[config.mk]
export PLATFORM = sky130hd
export DESIGN_NAME = mmul32_regs
export DESIGN_NICKNAME = d
export VERILOG_FILES = /design/src/rtl/mmul_pkg.sv /design/src/rtl/mmul_opregs.sv /design/src/rtl/mmul_core.sv /design/src/rtl/mmul_rdmux.sv /design/src/rtl/mmul32_regs.sv
export SDC_FILE = /design/constraint.sdc
export NUM_CORES = 2
export LEC_CHECK = 0
export BUFFER_PORTS_ARGS = -buffer_cell sky130_fd_sc_hd__buf_2
export CAP_MARGIN = 30
export CORE_MARGIN = 3
export CORE_UTILIZATION = 24
export CTS_CLUSTER_DIAMETER = 150
export DETAILED_ROUTE_END_ITERATION = 12
export PLACE_DENSITY = 0.41
export SLEW_MARGIN = 20
export SYNTH_ARGS = -nofsm -noshare
export SYNTH_HDL_FRONTEND = slang
export SYNTH_SLANG_ARGS = --single-unit
export TNS_END_PERCENT = 1
[constraint.sdc]
create_clock -name clk -period 12.7 [get_ports clk]
set_input_delay 1.905 -clock clk [delete_from_list [all_inputs] [get_ports clk]]
set_output_delay 1.905 -clock clk [all_outputs]
set_load 0.01 [all_outputs]
[src/rtl/mmul_pkg.sv]
package mmul_pkg;
  // Register offsets (byte addresses of 16-bit words)
  localparam int unsigned OFS_A_LO_UNS = 'h140;
  localparam int unsigned OFS_A_HI_UNS = 'h142;
  localparam int unsigned OFS_A_LO_SGN = 'h144;
  localparam int unsigned OFS_A_HI_SGN = 'h146;
  localparam int unsigned OFS_B_LO     = 'h150;
  localparam int unsigned OFS_B_HI     = 'h152;
  localparam int unsigned OFS_P_BASE   = 'h154;
  localparam int unsigned WORD_STRIDE  = 2;

  typedef enum logic {MODE_UNS = 1'b0, MODE_SGN = 1'b1} mul_mode_e;
endpackage

[src/rtl/mmul_opregs.sv]
module mmul_opregs
  import mmul_pkg::*;
#(
  parameter int DATA_W = 16,
  parameter int ADDR_W = 12,
  localparam int OP_W  = 2 * DATA_W
) (
  input  logic              clk,
  input  logic              rst,
  input  logic              we,
  input  logic [ADDR_W-1:0] addr,
  input  logic [DATA_W-1:0] wdata,
  output logic [OP_W-1:0]   op_a,
  output logic [OP_W-1:0]   op_b_next,
  output mul_mode_e         mode,
  output logic              fire
);
  logic [OP_W-1:0] op_b;

  logic hit_a_lo_u, hit_a_lo_s, hit_a_hi, hit_b_lo;

  assign hit_a_lo_u = we && (addr == ADDR_W'(OFS_A_LO_UNS));
  assign hit_a_lo_s = we && (addr == ADDR_W'(OFS_A_LO_SGN));
  assign hit_a_hi   = we && ((addr == ADDR_W'(OFS_A_HI_UNS)) ||
                             (addr == ADDR_W'(OFS_A_HI_SGN)));
  assign hit_b_lo   = we && (addr == ADDR_W'(OFS_B_LO));
  assign fire       = we && (addr == ADDR_W'(OFS_B_HI));

  // Operand 2 as it will be after this cycle's trigger write
  assign op_b_next  = fire ? {wdata, op_b[DATA_W-1:0]} : op_b;

  always_ff @(posedge clk) begin
    if (rst) begin
      op_a <= '0;
      op_b <= '0;
      mode <= MODE_UNS;
    end else begin
      if (hit_a_lo_u || hit_a_lo_s) begin
        op_a <= {{DATA_W{1'b0}}, wdata};
        mode <= hit_a_lo_s ? MODE_SGN : MODE_UNS;
      end else if (hit_a_hi) begin
        op_a <= {wdata, op_a[DATA_W-1:0]};
      end
      if (hit_b_lo) begin
        op_b <= {op_b[OP_W-1:DATA_W], wdata};
      end else if (fire) begin
        op_b <= op_b_next;
      end
    end
  end
endmodule

[src/rtl/mmul_core.sv]
module mmul_core
  import mmul_pkg::*;
#(
  parameter int DATA_W  = 16,
  localparam int OP_W   = 2 * DATA_W,
  localparam int PROD_W = 2 * OP_W
) (
  input  logic              clk,
  input  logic              rst,
  input  logic              fire,
  input  mul_mode_e         mode,
  input  logic [OP_W-1:0]   op_a,
  input  logic [OP_W-1:0]   op_b,
  output logic [PROD_W-1:0] prod
);
  logic              ext_a, ext_b;
  logic [PROD_W-1:0] wide_a, wide_b, prod_next;

  // Extend to product width; the truncated product is exact either way
  assign ext_a     = (mode == MODE_SGN) && op_a[OP_W-1];
  assign ext_b     = (mode == MODE_SGN) && op_b[OP_W-1];
  assign wide_a    = {{OP_W{ext_a}}, op_a};
  assign wide_b    = {{OP_W{ext_b}}, op_b};
  assign prod_next = wide_a * wide_b;

  always_ff @(posedge clk) begin
    if (rst) begin
      prod <= '0;
    end else if (fire) begin
      prod <= prod_next;
    end
  end
endmodule

[src/rtl/mmul_rdmux.sv]
module mmul_rdmux
  import mmul_pkg::*;
#(
  parameter int DATA_W  = 16,
  parameter int ADDR_W  = 12,
  localparam int PROD_W = 4 * DATA_W,
  localparam int LANES  = PROD_W / DATA_W
) (
  input  logic              clk,
  input  logic              rst,
  input  logic [ADDR_W-1:0] addr,
  input  logic [PROD_W-1:0] prod,
  output logic [DATA_W-1:0] rdata
);
  logic [LANES-1:0]  lane_hit;
  logic [DATA_W-1:0] word;

  for (genvar g = 0; g < LANES; g++) begin : g_lane
    assign lane_hit[g] = (addr == ADDR_W'(OFS_P_BASE + g * WORD_STRIDE));
  end

  always_comb begin
    word = '0;
    for (int i = 0; i < LANES; i++) begin
      if (lane_hit[i]) word = word | prod[i*DATA_W +: DATA_W];
    end
  end

  always_ff @(posedge clk) begin
    if (rst) rdata <= '0;
    else     rdata <= word;
  end
endmodule

[src/rtl/mmul32_regs.sv]
module mmul32_regs
  import mmul_pkg::*;
#(
  parameter int DATA_W = 16,
  parameter int ADDR_W = 12
) (
  input  logic              clk,
  input  logic              rst,
  input  logic              bus_we,
  input  logic [ADDR_W-1:0] bus_addr,
  input  logic [DATA_W-1:0] bus_wdata,
  output logic [DATA_W-1:0] bus_rdata
);
  localparam int OP_W   = 2 * DATA_W;
  localparam int PROD_W = 2 * OP_W;

  logic [OP_W-1:0]   op1_q;
  logic [OP_W-1:0]   op2_nxt;
  logic [PROD_W-1:0] prod_q;
  mul_mode_e         mode_q;
  logic              sgn_q;
  logic              trig;

  assign sgn_q = (mode_q == MODE_SGN);

  mmul_opregs #(.DATA_W(DATA_W), .ADDR_W(ADDR_W)) u_ops (
    .clk(clk), .rst(rst), .we(bus_we), .addr(bus_addr), .wdata(bus_wdata),
    .op_a(op1_q), .op_b_next(op2_nxt), .mode(mode_q), .fire(trig)
  );

  mmul_core #(.DATA_W(DATA_W)) u_core (
    .clk(clk), .rst(rst), .fire(trig), .mode(mode_q),
    .op_a(op1_q), .op_b(op2_nxt), .prod(prod_q)
  );

  mmul_rdmux #(.DATA_W(DATA_W), .ADDR_W(ADDR_W)) u_rd (
    .clk(clk), .rst(rst), .addr(bus_addr), .prod(prod_q), .rdata(bus_rdata)
  );
endmodule

==> impl_metrics.json <==
{
  "status": "completed",
  "cts_buffers": 17,
  "die_w_um": 428,
  "yosysSeqAreaShare_pct": 6.78,
  "crit_arrival_ps": 11760,
  "p_comb_share_pct": 2.4,
  "p_total_mw": 1.00,
  "post_cts_resized": 0,
  "startpoint": "bus_addr[5]",
  "criticalPathCategory": "in2reg",
  "cts_hold_buf": 0,
  "min_period_ps": 11380,
  "timing.final.hold_violations": 0,
  "nets": 5948,
  "yosysMostFrequentCell": "fa_1",
  "peakVddDrop_mv": 0.0914,
  "dpl_cell_area_um2": 45700,
  "die_h_um": 428,
  "cts_tree": "done",
  "fin_crit_sh_pct": 89.6,
  "die_area_um2": 184000,
  "row_count": 154,
  "start_util_pct": 24.2,
  "path_clk_slew_ps": 60,
  "h-tree-depth": 4,
  "cp-end-kind": "flop",
  "clkPwrFrac_pct": 52.3,
  "ios": 47,
  "synth.net_count": 6068,
  "drive_gt1_share_pct": 4.94,
  "vias": 30500,
  "power.static_leakage_nw": 22.8,
  "placed_cells": 6898,
  "clock_sinks": 145,
  "yosys_warnings": 0,
  "hold_class": "reg2reg",
  "p_int_mw": 0.774,
  "post-synth-top-area-fraction_pct": 52.6,
  "fin_hold_ws_ps": 454,
  "setup_tns_ps": 0,
  "portBuffers": 46,
  "yosys.area.top_type": "fa_1",
  "grt_max_degree": 86,
  "avgSynthCellArea_um2": 9.11,
  "synth_cell_types": 88,
  "routed_wl_um": 137000,
  "drcViolationCount": 0,
  "gp_congestion": 0.832,
  "viasPerCell": 4.39,
  "syn_inst": 4700,
  "nFillCells": 19100,
  "place_hpwl_um": 109000,
  "slew_viol_final": 0,
  "cp_common_cell": "fa_1",
  "ys_ff_latch": 145,
  "switching_power_mw": 0.231,
  "synthesis.area_um2": 42800,
  "clk_latency_ps": 440,
  "setup_viol": 0,
  "root_buffer": "clkbuf_16",
  "crit_path_max_incr_delay_ps": 720,
  "post_cts_buffers": 0,
  "power_frac_seq_pct": 45.3,
  "cp.required_ps": 13080,
  "firstDrtPassIters": 5,
  "grt_pass1_wl_um": 214000,
  "path_delay_family": "adder cells",
  "antenna_found_initial": 4,
  "ys.flop_type": "dfxtp_1",
  "syn2layout_area_growth_pct": 8.21,
  "skew_ps": 10.8,
  "ys_top_cells_by_area": "fa_1, inv_1, nand2_1",
  "grt_overflow_total": 0,
  "ys_async_sr_fraction_pct": 0,
  "wl_per_cell_um": 19.7,
  "cap_violations": 0,
  "drt_first_iter_violations": 1784,
  "synth_edf_count": 0,
  "hold_path_startpoint": "u_core.prod[0]$_SDFFE_PP0N_",
  "tightest_slew_ps": 1010,
  "worstPathBufferInverterCount": 10,
  "swShare_pct": 23.0,
  "power_density_nw_per_um2": 21.7,
  "slowest_stage": "or3_2",
  "first_global_vias": 33700,
  "synth_commonest_cells": "fa_1, inv_1, nand2_1",
  "fmax_ghz": 0.0879,
  "clockBufferDepth": 2,
  "ant_nets": 0,
  "core-area_um2": 177000,
  "slew_headroom_pct": 32.6,
  "grt_usage_pct": 15.2,
  "final_cells": 6935,
  "start_kind": "primary input",
  "crit_fanout": 46,
  "r2r_start": "u_ops.mode$_SDFFE_PP0P_",
  "rsz0062_at_grt": "false",
  "fin_area_um2": 46300
}
[power groups by stage]
stage               Sequential (mW)  Clock (mW)  Combinational [mW]
floorplan                     0.465           0             0.00840
detailed placement            0.465           0              0.0246
CTS                           0.455       0.533              0.0246
global placement              0.465           0              0.0248
finish                        0.455       0.525              0.0243
global route                  0.454       0.551              0.0258
[state kept, by name, summed over array words and instances (netlist names)]
register and flops:
u_rd.rdata 16, u_ops.op_b 32, u_core.prod 64, u_ops.mode 1, u_ops.op_a 32
[worst paths after layout]
path,end,slack [ps],cells past startpoint
hold reg to reg,u_core.prod[0]$_SDFFE_PP0N_,450,2
hold / removal,u_core.prod[0]$_SDFFE_PP0N_,450,2
setup reg to reg,u_core.prod[60]$_SDFFE_PP0N_,3620,28
setup / recovery,u_core.prod[60]$_SDFFE_PP0N_,1320,36
[per-layer routing]
layer | track usage (%) | part of all wire, % | vias to the layer above
met5 | 0 | 0 | -
met2 | 26.3 | 50 | 520
met1 | 21.3 | 46 | 16400
met4 | 2.94 | 1.8 | 0
met3 | 0.596 | 2.5 | 101
li1 | - | - | 13400
[per-stage QoR]
step	setup slack, ps	utilization, %
2_1_floorplan	2370	-
3_3_place_gp	865	25.8
3_5_place_dp	858	25.9
4_1_cts	1300	26.2
5_1_grt	796	26.2
6_report	1320	26.2
[cell usage in the layout (no fill, tap or decap), types with 11 or more instances in the layout]
cell type and count:
a21o_1 24, a21oi_1 123, a22oi_1 33, and2_1 293, and3_1 16, buf_2 45, buf_4 88, clkbuf_16 17
dfxtp_1 140, fa_1 1125, ha_1 212, inv_1 1020, mux2i_1 52, nand2_1 959, nand3_1 21, nand4_1 17
nor2_1 118, nor3_1 11, o21ai_0 37, xnor2_1 48, xor2_1 19
[cell families (layout without fill, tap and decap cells)]
group,after synthesis,count (layout),synth area share [%]
AO/OA/AOI/OAI,314,314,5.00
AND/OR/NAND/NOR,1481,1481,15.3
adder cells (fa/ha/maj),1337,1337,58.8
XOR/XNOR,67,67,1.37
flip-flops,145,145,6.78
buffers and inverters,1304,1197,11.6
multiplexers,52,52,1.22
other,0,2,0
[area by class of cell]
class	count	area, um^2	share of cell area (%)
Antenna cell	2	5.00	0.0108
Clock buffer	19	443	0.956
Clock inverter	13	161	0.348
Inverter	1021	3830	8.27
Multi-Input combinational cell	3251	35000	75.5
Sequential cell	145	2910	6.28
Tap cell	2340	2930	6.32
Timing Repair Buffer	144	1070	2.31
[worst min-delay path, cell delays in order (launching register included)]
cell and delay, ps:
dfxtp_1 310, nand2_1 50, a21oi_1 50
Note: power is estimated with default switching activity, not from simulation.
